<file path="config.mk">
export PLATFORM = sky130hd
export DESIGN_NAME = cache_tag_dir
export DESIGN_NICKNAME = d
export VERILOG_FILES = /design/src/rtl/cache_tag_pkg.sv /design/src/rtl/ctd_plru.sv /design/src/rtl/ctd_store.sv /design/src/rtl/ctd_lookup.sv /design/src/rtl/cache_tag_dir.sv
export SDC_FILE = /design/constraint.sdc
export NUM_CORES = 1
export LEC_CHECK = 0
export ABC_AREA = 1
export BUFFER_PORTS_ARGS = -buffer_cell sky130_fd_sc_hd__buf_2
export CORE_AREA = 3 3 321 323
export CTS_BUF_LIST = sky130_fd_sc_hd__clkbuf_4 sky130_fd_sc_hd__clkbuf_8
export CTS_CLUSTER_SIZE = 12
export DETAILED_ROUTE_END_ITERATION = 6
export DIE_AREA = 0 0 324 326
export PLACE_DENSITY_LB_ADDON = 0.25
export SKIP_CTS_REPAIR_TIMING = 1
export SKIP_LAST_GASP = 1
export SLEW_MARGIN = 25
export SYNTH_ARGS = -nofsm -noshare
export SYNTH_HDL_FRONTEND = slang
export SYNTH_SLANG_ARGS = --single-unit
</file>
<file path="constraint.sdc">
create_clock -name clk -period 9.5 [get_ports clk]
set_clock_uncertainty 0.1 [all_clocks]
set_input_delay 0 -clock clk [delete_from_list [all_inputs] [get_ports clk]]
set_output_delay 0 -clock clk [all_outputs]
set_load 0.05 [all_outputs]
</file>
<file path="src/rtl/cache_tag_pkg.sv">
// Package: shared outcome encoding for the cache tag directory.
// Assumes: the two-bit code is decoded by the client that drives refill and writeback.
package cache_tag_pkg;

    // Access outcome; the high bit means a resident line was displaced.
    typedef enum logic [1:0] {
        OUT_HIT      = 2'b00,
        OUT_FILL     = 2'b01,
        OUT_CLEAN_EV = 2'b10,
        OUT_DIRTY_EV = 2'b11
    } outcome_e;

endpackage

</file>
<file path="src/rtl/ctd_plru.sv">
// Module: ctd_plru
// Per-set tree pseudo-LRU history. It presents the victim way of the read set
// and folds an accessed way into the history of the update set.
// Assumes: WAYS is a power of two and at least 2; SETS is a power of two.
module ctd_plru #(
    parameter int SETS = 8,
    parameter int WAYS = 4
) (
    input  logic                     clk,
    input  logic                     rst_n,
    input  logic                     clear_i,
    input  logic                     upd_en_i,
    input  logic [$clog2(SETS)-1:0]  upd_set_i,
    input  logic [$clog2(WAYS)-1:0]  upd_way_i,
    input  logic [$clog2(SETS)-1:0]  rd_set_i,
    output logic [$clog2(WAYS)-1:0]  victim_o
);
    localparam int WAY_W  = $clog2(WAYS);
    localparam int NODES  = WAYS - 1;
    localparam int LEVELS = WAY_W;
    localparam int BOTTOM = (WAYS - 1) / 2;

    logic [NODES-1:0] tree_q [SETS];
    logic [NODES-1:0] rd_row;
    logic             any_bit;

    // Fold an access to 'way' into one set's tree row.
    function automatic logic [NODES-1:0] touch(input logic [NODES-1:0] row,
                                               input logic [WAY_W-1:0] way);
        int idx;
        int par;
        touch = row;
        idx = int'(way >> 1) + BOTTOM;
        touch[WAY_W'(idx)] = ~way[0];
        for (int lvl = 1; lvl < LEVELS; lvl++) begin
            par = (idx - 1) / 2;
            touch[WAY_W'(par)] = idx[0];
            idx = par;
        end
    endfunction

    // Walk the read set's tree from the root to a leaf pair to find the victim.
    always_comb begin
        int idx;
        rd_row = tree_q[rd_set_i];
        idx = 0;
        for (int lvl = 0; lvl < LEVELS - 1; lvl++) begin
            idx = rd_row[WAY_W'(idx)] ? (2 * idx + 2) : (2 * idx + 1);
        end
        victim_o = WAY_W'((idx - BOTTOM) * 2 + int'(rd_row[WAY_W'(idx)]));
    end

    // History storage: cleared by reset or new-test, updated on each access.
    always_ff @(posedge clk) begin
        if (!rst_n || clear_i) begin
            for (int s = 0; s < SETS; s++) tree_q[s] <= '0;
        end else if (upd_en_i) begin
            tree_q[upd_set_i] <= touch(tree_q[upd_set_i], upd_way_i);
        end
    end

    // Reduction of all history bits, used by the clear check.
    always_comb begin
        any_bit = 1'b0;
        for (int s = 0; s < SETS; s++) any_bit = any_bit | (|tree_q[s]);
    end


    plru_clear_chk: assert property (@(posedge clk) disable iff (!rst_n)
        clear_i |=> !any_bit);

endmodule

</file>
<file path="src/rtl/ctd_store.sv">
// Module: ctd_store
// Flop-based tag, valid and dirty arrays with a read port for one set,
// one line write per cycle and single-cycle bulk clears.
// Assumes: the top never writes a line in a cycle that carries a bulk clear.
module ctd_store #(
    parameter int SETS  = 8,
    parameter int WAYS  = 4,
    parameter int TAG_W = 20
) (
    input  logic                     clk,
    input  logic                     rst_n,
    input  logic                     flush_i,
    input  logic                     inval_i,
    input  logic                     wr_en_i,
    input  logic                     wr_fill_i,
    input  logic                     wr_write_i,
    input  logic [$clog2(SETS)-1:0]  wr_set_i,
    input  logic [$clog2(WAYS)-1:0]  wr_way_i,
    input  logic [TAG_W-1:0]         wr_tag_i,
    input  logic [$clog2(SETS)-1:0]  rd_set_i,
    output logic [TAG_W-1:0]         rd_tag_o [WAYS],
    output logic [WAYS-1:0]          rd_valid_o,
    output logic [WAYS-1:0]          rd_dirty_o
);
    logic [TAG_W-1:0] tag_q   [SETS][WAYS];
    logic [WAYS-1:0]  valid_q [SETS];
    logic [WAYS-1:0]  dirty_q [SETS];
    logic             any_valid;
    logic             any_dirty;

    // Read port: present every way of the indexed set.
    always_comb begin
        for (int w = 0; w < WAYS; w++) rd_tag_o[w] = tag_q[rd_set_i][w];
        rd_valid_o = valid_q[rd_set_i];
        rd_dirty_o = dirty_q[rd_set_i];
    end

    // Tag array: written only when a line is filled.
    always_ff @(posedge clk) begin
        if (!rst_n) begin
            for (int s = 0; s < SETS; s++)
                for (int w = 0; w < WAYS; w++) tag_q[s][w] <= '0;
        end else if (wr_en_i && wr_fill_i) begin
            tag_q[wr_set_i][wr_way_i] <= wr_tag_i;
        end
    end

    // Valid bits: cleared in bulk by invalidate, set by a fill.
    always_ff @(posedge clk) begin
        if (!rst_n) begin
            for (int s = 0; s < SETS; s++) valid_q[s] <= '0;
        end else if (inval_i) begin
            for (int s = 0; s < SETS; s++) valid_q[s] <= '0;
        end else if (wr_en_i && wr_fill_i) begin
            valid_q[wr_set_i][wr_way_i] <= 1'b1;
        end
    end

    // Dirty bits: cleared in bulk by flush, loaded on fill, or-ed on hit.
    always_ff @(posedge clk) begin
        if (!rst_n) begin
            for (int s = 0; s < SETS; s++) dirty_q[s] <= '0;
        end else if (flush_i) begin
            for (int s = 0; s < SETS; s++) dirty_q[s] <= '0;
        end else if (wr_en_i) begin
            if (wr_fill_i) dirty_q[wr_set_i][wr_way_i] <= wr_write_i;
            else           dirty_q[wr_set_i][wr_way_i] <= dirty_q[wr_set_i][wr_way_i] | wr_write_i;
        end
    end

    // Whole-array reductions, used by the bulk-clear checks.
    always_comb begin
        any_valid = 1'b0;
        any_dirty = 1'b0;
        for (int s = 0; s < SETS; s++) begin
            any_valid = any_valid | (|valid_q[s]);
            any_dirty = any_dirty | (|dirty_q[s]);
        end
    end


    flush_clears_chk: assert property (@(posedge clk) disable iff (!rst_n)
        flush_i |=> !any_dirty);


    inval_clears_chk: assert property (@(posedge clk) disable iff (!rst_n)
        inval_i |=> !any_valid);

endmodule

</file>
<file path="src/rtl/ctd_lookup.sv">
// Module: ctd_lookup
// Combinational classification of one access against the ways of its set:
// tag match, lowest free way, chosen way and outcome code.
// Assumes: at most one way of a set holds a given valid tag.
module ctd_lookup
    import cache_tag_pkg::*;
#(
    parameter int WAYS  = 4,
    parameter int TAG_W = 20
) (
    input  logic [TAG_W-1:0]         req_tag_i,
    input  logic [TAG_W-1:0]         way_tag_i [WAYS],
    input  logic [WAYS-1:0]          way_valid_i,
    input  logic [WAYS-1:0]          way_dirty_i,
    input  logic [$clog2(WAYS)-1:0]  victim_i,
    output logic [WAYS-1:0]          hit_vec_o,
    output logic                     hit_o,
    output logic [$clog2(WAYS)-1:0]  sel_way_o,
    output outcome_e                 outcome_o
);
    localparam int WAY_W = $clog2(WAYS);

    logic [WAY_W-1:0] hit_way;
    logic [WAY_W-1:0] free_way;
    logic             has_free;

    // Per-way tag compare qualified by valid.
    always_comb begin
        for (int w = 0; w < WAYS; w++)
            hit_vec_o[w] = way_valid_i[w] && (way_tag_i[w] == req_tag_i);
    end

    // Encode the hitting way and the lowest-numbered invalid way.
    always_comb begin
        hit_way  = '0;
        free_way = '0;
        has_free = 1'b0;
        for (int w = WAYS - 1; w >= 0; w--) begin
            if (hit_vec_o[w]) hit_way = WAY_W'(w);
            if (!way_valid_i[w]) begin
                free_way = WAY_W'(w);
                has_free = 1'b1;
            end
        end
    end

    // Pick the way to touch and the outcome: hit, then free way, then victim.
    always_comb begin
        hit_o = |hit_vec_o;
        if (hit_o) begin
            sel_way_o = hit_way;
            outcome_o = OUT_HIT;
        end else if (has_free) begin
            sel_way_o = free_way;
            outcome_o = OUT_FILL;
        end else begin
            sel_way_o = victim_i;
            outcome_o = way_dirty_i[victim_i] ? OUT_DIRTY_EV : OUT_CLEAN_EV;
        end
    end

endmodule

</file>
<file path="src/rtl/cache_tag_dir.sv">
// Module: cache_tag_dir
// Tag directory for a set-associative cache. Splits the address, classifies
// the access, updates tag/valid/dirty and replacement state, and registers a
// two-bit outcome one cycle later. Bulk flush, invalidate and new-test
// commands take one cycle and refuse any request presented with them.
// Assumes: SETS and WAYS are powers of two, both at least 2;
// ADDR_W > TAG_W + log2(SETS).
module cache_tag_dir
    import cache_tag_pkg::*;
#(
    parameter int SETS   = 8,
    parameter int WAYS   = 4,
    parameter int ADDR_W = 32,
    parameter int TAG_W  = 20
) (
    input  logic              clk,
    input  logic              rst_n,
    input  logic              req_valid,
    input  logic [ADDR_W-1:0] req_addr,
    input  logic              req_write,
    output logic              req_ready,
    input  logic              cmd_flush,
    input  logic              cmd_inval,
    input  logic              cmd_newtest,
    output logic              rsp_valid,
    output logic [1:0]        rsp_code
);
    localparam int SET_W = $clog2(SETS);
    localparam int WAY_W = $clog2(WAYS);
    localparam int OFF_W = ADDR_W - TAG_W - SET_W;

    logic [TAG_W-1:0] req_tag;
    logic [SET_W-1:0] req_set;
    logic             unused_offset_bits;
    logic             cmd_any;
    logic             acc;
    logic [TAG_W-1:0] set_tags [WAYS];
    logic [WAYS-1:0]  set_valid;
    logic [WAYS-1:0]  set_dirty;
    logic [WAY_W-1:0] victim;
    logic [WAYS-1:0]  hit_vec;
    logic             hit;
    logic [WAY_W-1:0] sel_way;
    outcome_e         outcome;

    // Address fields: tag on top, set in the middle, offset ignored.
    assign req_tag            = req_addr[ADDR_W-1 -: TAG_W];
    assign req_set            = req_addr[OFF_W +: SET_W];
    assign unused_offset_bits = ^req_addr[OFF_W-1:0];

    // Bulk commands take the cycle; requests wait.
    assign cmd_any   = cmd_flush | cmd_inval | cmd_newtest;
    assign req_ready = ~cmd_any;
    assign acc       = req_valid & req_ready;

    ctd_store #(.SETS(SETS), .WAYS(WAYS), .TAG_W(TAG_W)) u_store (
        .clk        (clk),
        .rst_n      (rst_n),
        .flush_i    (cmd_flush),
        .inval_i    (cmd_inval | cmd_newtest),
        .wr_en_i    (acc),
        .wr_fill_i  (~hit),
        .wr_write_i (req_write),
        .wr_set_i   (req_set),
        .wr_way_i   (sel_way),
        .wr_tag_i   (req_tag),
        .rd_set_i   (req_set),
        .rd_tag_o   (set_tags),
        .rd_valid_o (set_valid),
        .rd_dirty_o (set_dirty)
    );

    ctd_plru #(.SETS(SETS), .WAYS(WAYS)) u_plru (
        .clk       (clk),
        .rst_n     (rst_n),
        .clear_i   (cmd_newtest),
        .upd_en_i  (acc),
        .upd_set_i (req_set),
        .upd_way_i (sel_way),
        .rd_set_i  (req_set),
        .victim_o  (victim)
    );

    ctd_lookup #(.WAYS(WAYS), .TAG_W(TAG_W)) u_lookup (
        .req_tag_i   (req_tag),
        .way_tag_i   (set_tags),
        .way_valid_i (set_valid),
        .way_dirty_i (set_dirty),
        .victim_i    (victim),
        .hit_vec_o   (hit_vec),
        .hit_o       (hit),
        .sel_way_o   (sel_way),
        .outcome_o   (outcome)
    );

    // Response register: strobe and code one cycle after acceptance.
    always_ff @(posedge clk) begin
        if (!rst_n) begin
            rsp_valid <= 1'b0;
            rsp_code  <= OUT_HIT;
        end else begin
            rsp_valid <= acc;
            if (acc) rsp_code <= outcome;
        end
    end


    accept_rsp_chk: assert property (@(posedge clk) disable iff (!rst_n)
        (req_valid && req_ready) |=> rsp_valid);


    rsp_src_chk: assert property (@(posedge clk) disable iff (!rst_n)
        rsp_valid |-> $past(req_valid && req_ready));


    stall_chk: assert property (@(posedge clk) disable iff (!rst_n)
        (cmd_flush || cmd_inval || cmd_newtest) |=> !rsp_valid);


    unique_tag_chk: assert property (@(posedge clk) disable iff (!rst_n)
        req_valid |-> $onehot0(hit_vec));

endmodule

</file>
==> flow_metrics.py, run 1 <==
metrics = {
    "route": {
        "first_pass_iters": 6,
        "totalWireLength_microns": 108000,
        "route.detailed.wl_per_inst_microns": 20.1,
        "avgViaCountPerCell": 4.99,
        "drt_first_iter_violations": 2635,
        "drt.antenna.violating_nets": 0,
        "detailroute.via_count": 26800,
        "route.detailed.drc": 0,
    },
    "sta": {
        "worst-slew-pin-transition_ps": 1070,
        "max_freq_mhz": 164,
        "fraction_of_the_cycle_the_final_worst_path_needs_pct": 64.3,
        "final-setup-viol-count": 0,
        "grt_setup_unrepaired": "false",
        "worst_slew_margin_rel_pct": 28.7,
        "layout_min_cycle_time_ps": 6110,
        "final-max-slew-violation-count": 0,
        "hold_viol_final": 0,
        "setup-tns-final_ps": 0,
    },
    "setup_path": {
        "required_ps": 9800,
        "setup.worst_path.end_class": "register",
        "cp.arrival_ps": 6400,
        "critical_path_source": "req_addr[11]",
        "cp_max_fanout": 33,
        "timing.setup.critical_path_class": "primary input to register",
        "rr_startpoint": "u_store.valid_q[5][1]",
        "startpoint_type": "primary input",
    },
    "logic_synthesis": {
        "ys_seq_area_share_pct": 61.6,
        "synth.lib_cells_used.distinct": 40,
        "postSynthNetCount": 4029,
        "postSynthCellCount": 3990,
        "yosys_register_bits": 731,
        "synth-warning-count": 0,
        "post_synth.cell_area_avg_sq_um": 8.78,
        "synth.cell_area_sq_um": 35000,
    },
    "pwr": {
        "clock_power_share_pct": 40.4,
        "sequentialPowerShare_pct": 51.6,
        "ir_drop_mv": 0.126,
        "power_switching_share_pct": 25.1,
        "p_int_mw": 5.31,
        "total_switching_power_mw": 1.78,
        "power.combinational.fraction_pct": 8.1,
        "power-per-cell-area_nw_per_um2": 182,
        "power.leakage_nw": 16.7,
    },
    "floorplan": {
        "initial_cell_density_of_the_core_pct": 35.0,
        "design.portCount": 43,
        "design.core.area_sq_um": 100000,
        "dieArea_sq_um": 106000,
        "die-height_microns": 326,
        "floorplan.die.width_microns": 324,
        "row_count": 116,
    },
    "clock_tree": {
        "tritoncts_num_sinks": 731,
        "insertion_delay_ps": 800,
        "clock_tree.root_cell": "clkbuf_8",
        "cts-root-to-sink-buffers": 3,
        "cts-htree-levels": 4,
        "cts_tree": "built",
        "path_clk_slew_ps": 60,
        "tritoncts.num_buffers": 132,
    },
    "run": {
        "max_cap_violations": 0,
    },
    "cells_and_area": {
        "ff_latch_area_sq_um": 21600,
        "finish.net_count": 4031,
        "fillCellCount": 10100,
        "final_cell_mix": "1127 x nand2_1, 962 x nor2_1, 696 x edfxtp_1",
        "layout-drive-gt1-share_pct": 9.69,
        "non_filler_instance_count_after_layout": 5381,
        "footprint_of_the_multi_input_gates_sq_um": 11000,
        "area_growth_syn_to_layout_pct": 11.3,
        "layout_commonest_cell": "nand2_1",
    },
    "min_path": {
        "holdCritPathClass": "primary input to register",
        "holdCritStartpoint": "req_addr[20]",
    },
    "grt": {
        "grt_first_pass_wirelength_microns": 160000,
        "global_route.usage.total_pct": 20.4,
        "grt.overflow.total": 0,
        "grt_antenna_before_repair": 6,
        "number_of_global_route_vias_before_repair": 24900,
        "largest_net_degree_at_the_start_of_global_routing": 183,
    },
    "place": {
        "routability_congestion_estimate": 0.813,
        "numPlacedInstances": 5138,
        "place.port_buffers": 33,
        "place.detailed.hpwl_microns": 62600,
    },
    "run_status": {
        "run_status": "finished, final reports clean",
    },
}
[cell usage after synthesis (all sizes together)]
| master | instances | area [sq um] |
|---|---|---|
| o21a | 2 | 15.0 |
| buf | 128 | 686 |
| dfxtp | 35 | 701 |
| a21boi | 1 | 7.51 |
| a22oi | 3 | 22.5 |
| nand4 | 39 | 263 |
| a221oi | 7 | 61.3 |
| clkinv | 18 | 67.6 |
| o211ai | 22 | 165 |
| or2 | 35 | 219 |
| nor3 | 9 | 45.0 |
| o2111ai | 1 | 8.76 |
| nor2 | 974 | 3700 |
| a22o | 4 | 35.0 |
| nand2 | 1163 | 4400 |
| o21ai | 161 | 806 |
| inv | 328 | 1230 |
| nand3 | 171 | 861 |
| o22ai | 2 | 12.5 |
| clkbuf | 133 | 499 |
| o22a | 1 | 8.76 |
| a21oi | 45 | 233 |
| nand3b | 10 | 75.1 |
| xor2 | 2 | 17.5 |
| edfxtp | 696 | 20900 |
[worst paths after layout]
kind | end | slack (ps) | depth (start not counted)
min reg2reg | u_store.valid_q[3][1] | 370 | 2
max reg2reg | u_store.tag_q[4][50] | 4440 | 19
min | u_store.tag_q[4][28] | 50 | 3
max | u_store.tag_q[4][50] | 3390 | 21
[registers in the layout, summed over array words and instances (netlist names)]
| signal | count |
|---|---|
| u_store.tag_q | 640 |
| u_store.dirty_q | 32 |
| u_store.valid_q | 32 |
| u_plru.tree_q | 24 |
| rsp_code | 2 |
| rsp_valid | 1 |
[cell families after synthesis]
| kind of cell | Yosys count | share of synthesized area, % |
|---|---|---|
| simple gates | 2401 | 27.3 |
| xor+xnor | 2 | 0.0500 |
| buf+inv | 607 | 7.09 |
| flops | 731 | 61.6 |
| compound gates | 249 | 3.92 |
[critical path, stage by stage]
cell	delay, ps
buf_2	690
inv_2	580
nor2_4	500
buf_4	460
nand3_1	210
nand2_1	140
nor2_1	60
nand2_1	50
nand2_1	100
nor2_1	100
nand2_1	60
nor2_1	220
nand2_1	80
nor2_1	300
nor2_2	70
buf_4	260
nand2_2	190
inv_2	160
nor2_4	420
nand4_2	660
nand2_1	980
[layer usage]
metal	wire, microns	track usage [%]	vias up	part of all wire [%]
met3	8070	3.50	192	7.5
met4	2980	6.70	2	2.8
met2	49300	31.5	990	46
met5	12	0	-	0.011
met1	47700	29.0	12900	44
li1	-	-	12800	-
[power groups by stage]
stage	Clock (mW)	Combinational, mW	Sequential [mW]
after floorplan	0	0.356	3.71
after global placement	0	0.558	3.72
after detailed placement	0	0.564	3.72
after CTS	2.91	0.565	3.65
after global routing	3.06	0.630	3.66
final	2.86	0.571	3.65
[layout make-up]
| cell class | instances | area share [%] |
|---|---|---|
| Clock buffer | 190 | 5.92 |
| Clock inverter | 29 | 0.407 |
| Multi-Input combinational cell | 2652 | 28.3 |
| Timing Repair Buffer | 129 | 2.48 |
| Inverter | 346 | 3.35 |
| Sequential cell | 731 | 55.4 |
| Tap cell | 1298 | 4.16 |
| Antenna cell | 6 | 0.0385 |
[metrics by stage]
stage	area (sq um)	setup WS, ps	hold slack, ps	total power, mW	util [%]
2_1_floorplan	35000	6030	86.1	4.07	-
3_3_place_gp	36300	2500	239	4.28	36.2
3_5_place_dp	36300	2680	240	4.28	36.3
4_1_cts	38800	3560	-556	7.13	38.7
5_1_grt	39000	3140	26.4	7.35	38.9
6_report	39000	3390	45.8	7.08	39.0
No activity file was read; power rests on OpenSTA's default activity.
==> inputs of run 2 (changes only) <==
ABC_AREA = 0   (was 1)
CORE_AREA = 3 3 320 322   (was 3 3 321 323)
DIE_AREA = 0 0 323 325   (was 0 0 324 326)
clock period = 6 ns   (was 9.5 ns; I/O delays follow)
==> flow_metrics.py, run 2 <==
metrics = {
    "min_path": {
        "holdCritStartpoint": "req_addr[15]",
        "holdCritPathClass": "primary input to register",
    },
    "route": {
        "route.detailed.drc": 0,
        "totalWireLength_microns": 104000,
        "drt_first_iter_violations": 2179,
        "avgViaCountPerCell": 5.46,
        "first_pass_iters": 5,
        "route.detailed.wl_per_inst_microns": 25.8,
        "detailroute.via_count": 22000,
        "drt.antenna.violating_nets": 0,
    },
    "floorplan": {
        "dieArea_sq_um": 105000,
        "floorplan.die.width_microns": 323,
        "design.portCount": 43,
        "die-height_microns": 325,
        "initial_cell_density_of_the_core_pct": 35.0,
        "design.core.area_sq_um": 99900,
        "row_count": 116,
    },
    "place": {
        "pre_cts_worst_setup_slack_ps": 459,
        "place.detailed.hpwl_microns": 63300,
        "routability_congestion_estimate": 0.862,
        "place.port_buffers": 33,
    },
    "sta": {
        "final-setup-viol-count": 0,
        "layout_min_cycle_time_ps": 5370,
        "max_freq_mhz": 186,
        "hold_viol_final": 0,
        "worst_slew_margin_rel_pct": 25.1,
        "layout_setup_ws_ps": 632,
        "fraction_of_the_cycle_the_final_worst_path_needs_pct": 89.5,
        "final-max-slew-violation-count": 0,
        "setup-tns-final_ps": 0,
        "worst-slew-pin-transition_ps": 1120,
        "grt_setup_unrepaired": "false",
        "fin_worst_hold_slack_ps": 24.3,
    },
    "logic_synthesis": {
        "ys_seq_area_share_pct": 61.8,
        "postSynthNetCount": 2605,
        "synth-warning-count": 0,
        "synth-main-ff-cell": "edfxtp_1",
        "postSynthCellCount": 2566,
        "yosysMostFrequentCell": "edfxtp_1",
        "yosys_register_bits": 731,
        "post_synth.cell_area_avg_sq_um": 13.6,
        "postSynth.asyncResetShare_pct": 0,
        "synth.cell_area_sq_um": 34900,
        "synth.lib_cells_used.distinct": 71,
        "synth-edff-count": 696,
        "netlist_top_cells_count": "696 x edfxtp_1, 549 x and2_1, 156 x clkbuf_1, 152 x mux2i_1, 116 x nor3_1",
        "synth.area.top_cells": "edfxtp_1 60%, and2_1 9.8%, mux4_2 4.9%, mux2i_1 4.4%, mux2_2 2.2%",
        "yosysTopAreaCell": "edfxtp_1",
        "post-synth-top-area-fraction_pct": 59.8,
    },
    "clock_tree": {
        "cts_tree": "built",
        "cts-htree-levels": 3,
        "tritoncts_num_sinks": 731,
        "clock_tree.root_cell": "clkbuf_8",
        "path_clk_slew_ps": 60,
        "insertion_delay_ps": 770,
        "tritoncts.num_buffers": 120,
        "cts-root-to-sink-buffers": 3,
    },
    "setup_path": {
        "critical_path_source": "u_store.tag_q[5][23]",
        "critical_path.top_delay_family": "simple AND/OR/NAND/NOR gates",
        "cp_cell_sequence": "mux4_2 > mux2i_1 > xnor2_1 > o211ai_1 > or4b_2 > nor4_1 > buf_4 > a21oi_1 > o31a_2 > nor2_2 > and2_1",
        "startpoint_type": "register",
        "timing.setup.critical_path_class": "register to register",
        "rr_startpoint": "u_store.tag_q[5][23]",
        "required_ps": 6500,
        "critical_path_buf_inv_count": 1,
        "cp.arrival_ps": 5870,
        "crit_path_top_delay_cell": "nor2_2",
        "cp_max_fanout": 26,
        "setup.worst_path.end_class": "register",
        "cp_slowest_stage_delay_ps": 960,
    },
    "cells_and_area": {
        "layout-drive-gt1-share_pct": 22.1,
        "finish.net_count": 2669,
        "post-route-util_pct": 39.6,
        "top_regs": "u_store.tag_q (640), u_store.dirty_q (32), u_store.valid_q (32)",
        "area_growth_syn_to_layout_pct": 13.2,
        "largest_register_ffs": 640,
        "top_register": "u_store.tag_q",
        "fillCellCount": 9278,
        "final_cell_mix": "696 x edfxtp_1, 549 x and2_1, 152 x mux2i_1",
        "layout_commonest_cell": "edfxtp_1",
    },
    "run": {
        "max_cap_violations": 0,
    },
    "grt": {
        "largest_net_degree_at_the_start_of_global_routing": 53,
        "met3_usage_in_global_routing_pct": 3.44,
        "grt-busiest-layer": "met2",
        "grt_first_pass_wirelength_microns": 152000,
        "global_route.usage.total_pct": 19.7,
        "grt.overflow.total": 0,
        "globalRouteMet2Util_pct": 32.4,
        "number_of_global_route_vias_before_repair": 22500,
        "use_met1_pct": 26.3,
        "grt_antenna_before_repair": 6,
    },
    "pwr": {
        "ir_drop_mv": 0.176,
        "design_power_total_mw": 11.1,
        "power.leakage_nw": 14.5,
        "power-per-cell-area_nw_per_um2": 281,
    },
    "run_status": {
        "run_status": "finished, final reports clean",
    },
}
[run 2: final timing paths]
path         depth (start not counted)                     to  slack, ps
max                                 11   u_store.tag_q[6][66]        630
min                                  4   u_store.tag_q[3][23]         20
max reg2reg                         11   u_store.tag_q[6][66]        630
min reg2reg                          1  u_store.valid_q[6][1]        340
[run 2: power by group]
part	internal [mW]	total (mW)	switching (mW)	leakage [nW]
clock	2.35	4.40	2.06	1.27
sequential	5.75	5.79	0.0466	7.43
combinational	0.329	0.939	0.609	5.80
[run 2: layout make-up]
class | instances | area [sq um] | area share [%]
Timing Repair Buffer | 193 | 1620 | 4.10
Multi-Input combinational cell | 1572 | 12300 | 31.0
Sequential cell | 731 | 21600 | 54.6
Clock buffer | 176 | 2120 | 5.36
Tap cell | 1298 | 1620 | 4.10
Clock inverter | 47 | 274 | 0.693
Antenna cell | 4 | 10.0 | 0.0253
Inverter | 12 | 45.0 | 0.114
[run 2: logic make-up after synthesis]
group	Yosys count	share of synthesized area (%)
flops	731	61.8
mux	295	11.4
compound gates	297	5.85
xor+xnor	52	1.30
buf+inv	263	3.57
simple gates	928	16.1
[run 2: worst min-delay path: stages]
cell and delay, ps:
buf_2 180, inv_2 70, buf_4 270, nor3_1 220
[run 2: through the flow]
step	instances	cell area, sq um
final	4033	39600
after global routing	4030	39600
after CTS	4003	39300
after detailed placement	3780	36900
after global placement	3780	36900
after floorplan	2566	34900
[run 2: layer usage]
| metal | up-vias | share of wire (%) | wire length, microns |
|---|---|---|---|
| met2 | 830 | 48 | 50100 |
| met1 | 11300 | 42 | 44000 |
| met3 | 186 | 6.8 | 7110 |
| met4 | 2 | 2.9 | 2990 |
| li1 | 9703 | - | - |
| met5 | - | 0.0067 | 7 |
==> inputs of run 3 (changes only) <==
BUFFER_PORTS_ARGS = -buffer_cell sky130_fd_sc_hd__buf_4   (was -buffer_cell sky130_fd_sc_hd__buf_2)
==> flow_metrics.py, run 3 (synthesis results as in run 2) <==
metrics = {
    "grt": {
        "grt_antenna_before_repair": 7,
        "largest_net_degree_at_the_start_of_global_routing": 57,
        "grt_first_pass_wirelength_microns": 151000,
        "global_route.usage.total_pct": 19.4,
        "number_of_global_route_vias_before_repair": 22600,
        "grt.overflow.total": 0,
    },
    "cells_and_area": {
        "final_cell_mix": "696 x edfxtp_1, 549 x and2_1, 152 x mux2i_1",
        "finish.net_count": 2660,
        "top_regs": "u_store.tag_q (640), u_store.dirty_q (32), u_store.valid_q (32)",
        "area_growth_syn_to_layout_pct": 13.1,
        "layout-drive-gt1-share_pct": 22.2,
        "post-route-util_pct": 39.6,
        "non_filler_instance_count_after_layout": 4022,
        "layout_commonest_cell": "edfxtp_1",
        "largest_register_ffs": 640,
        "top_register": "u_store.tag_q",
        "layout.cell_area.non_filler_sq_um": 39500,
    },
    "route": {
        "drt_first_iter_violations": 2192,
        "m1WireLength_microns": 44600,
        "detailroute.via_count": 22100,
        "first_pass_iters": 5,
        "route.detailed.wl_per_inst_microns": 25.7,
        "route.detailed.drc": 0,
        "met3_wirelength_microns": 6200,
        "totalWireLength_microns": 103000,
        "drt.antenna.violating_nets": 0,
        "avgViaCountPerCell": 5.49,
        "topRoutingLayerUsed": "met5",
        "routed-wl-met2_microns": 49100,
    },
    "pwr": {
        "power_switching_share_pct": 24.2,
        "power.leakage_nw": 14.5,
        "clock_power_share_pct": 39.5,
        "ir_drop_mv": 0.173,
        "sequentialPowerShare_pct": 52.1,
        "design_power_total_mw": 11.1,
        "total_switching_power_mw": 2.68,
        "power-per-cell-area_nw_per_um2": 281,
        "power.combinational.fraction_pct": 8.4,
        "p_int_mw": 8.43,
    },
    "place": {
        "numPlacedInstances": 3770,
        "routability_congestion_estimate": 0.903,
        "placed_instance_area_sq_um": 36800,
        "place.detailed.hpwl_microns": 62800,
        "place.port_buffers": 33,
    },
    "setup_path": {
        "cp_cell_sequence": "mux4_2 > mux2i_1 > xnor2_1 > o211ai_1 > or4b_2 > or4_1 > nand3_1 > o31a_2 > buf_4 > nor2_2 > buf_4 > and2_1",
        "startpoint_type": "register",
        "timing.setup.critical_path_class": "register to register",
        "cp.arrival_ps": 5400,
        "setup.worst_path.end_class": "register",
        "crit_path_frequent_cell": "buf_4",
        "cp_slowest_stage_delay_ps": 740,
        "cp_max_fanout": 30,
        "reg2reg_setup_slack_ps": 980,
        "required_ps": 6380,
        "crit_path_top_delay_cell": "or4_1",
    },
    "clock_tree": {
        "tritoncts.num_buffers": 120,
        "cts-root-to-sink-buffers": 3,
        "insertion_delay_ps": 770,
        "cts_tree": "built",
        "tritoncts_num_sinks": 731,
        "clock_tree.root_cell": "clkbuf_8",
        "path_clk_slew_ps": 60,
        "cts-htree-levels": 3,
    },
    "floorplan": {
        "initial_cell_density_of_the_core_pct": 35.0,
        "design.portCount": 43,
        "dieArea_sq_um": 105000,
        "floorplan.die.width_microns": 323,
        "row_count": 116,
        "die-height_microns": 325,
        "design.core.area_sq_um": 99900,
    },
    "sta": {
        "max_freq_mhz": 199,
        "setup-tns-final_ps": 0,
        "hold_viol_final": 0,
        "layout_min_cycle_time_ps": 5020,
        "final-setup-viol-count": 0,
        "worst-slew-pin-transition_ps": 1100,
        "final-max-slew-violation-count": 0,
        "worst_slew_margin_rel_pct": 26.6,
        "grt_setup_unrepaired": "false",
        "fraction_of_the_cycle_the_final_worst_path_needs_pct": 83.7,
    },
    "run_status": {
        "run_status": "finished, final reports clean",
    },
    "min_path": {
        "holdCritPathClass": "primary input to register",
    },
    "run": {
        "max_cap_violations": 0,
    },
}
## run 3: worst max-delay path, delay by kind of cell (launching register included)
kind / cells / cell delay, ps
flops: 1 / 380
simple gates: 5 / 1920
xor+xnor: 1 / 250
mux: 2 / 650
compound gates: 2 / 800
buf+inv: 2 / 630
## run 3: power groups by stage
stage               registers [mW]  logic (mW)  clock network [mW]
floorplan                     5.89       0.576                   0
global placement              5.89       0.908                   0
detailed placement            5.90       0.917                   0
CTS                           5.79       0.920                4.47
global route                  5.81       0.989                4.69
finish                        5.79       0.930                4.39
## run 3: final timing paths
check             cells past startpoint                   from               endpoint
setup reg to reg                     12   u_store.tag_q[4][23]   u_store.tag_q[6][65]
setup / recovery                     12   u_store.tag_q[4][23]   u_store.tag_q[6][65]
hold reg to reg                       1  u_store.valid_q[1][2]  u_store.valid_q[1][2]
hold / removal                        4           req_addr[12]   u_store.tag_q[7][40]
## run 3: cell type report
cell class	instances	area, sq um
fill	9306	60300
clock inverter	35	180
timing repair buffer	184	1570
antenna	3	7.51
sequential	731	21600
clock buffer	187	2230
tap	1298	1620
inverter	12	45.0
multi-input combinational	1572	12300
## run 3: metal layers
metal | GRT usage [%] | vias up
met5 | 0 | -
met4 | 7.13 | 2
met3 | 2.66 | 177
met2 | 31.6 | 782
met1 | 26.5 | 11400
li1 | - | 9673
## run 3: per-stage QoR
step / hold WS, ps / worst slack, ps
floorplan: 90.9 / 640
global placement: 221 / 404
detailed placement: 233 / 434
CTS: -452 / 989
global route: 53.7 / 838
finish: 63.3 / 981
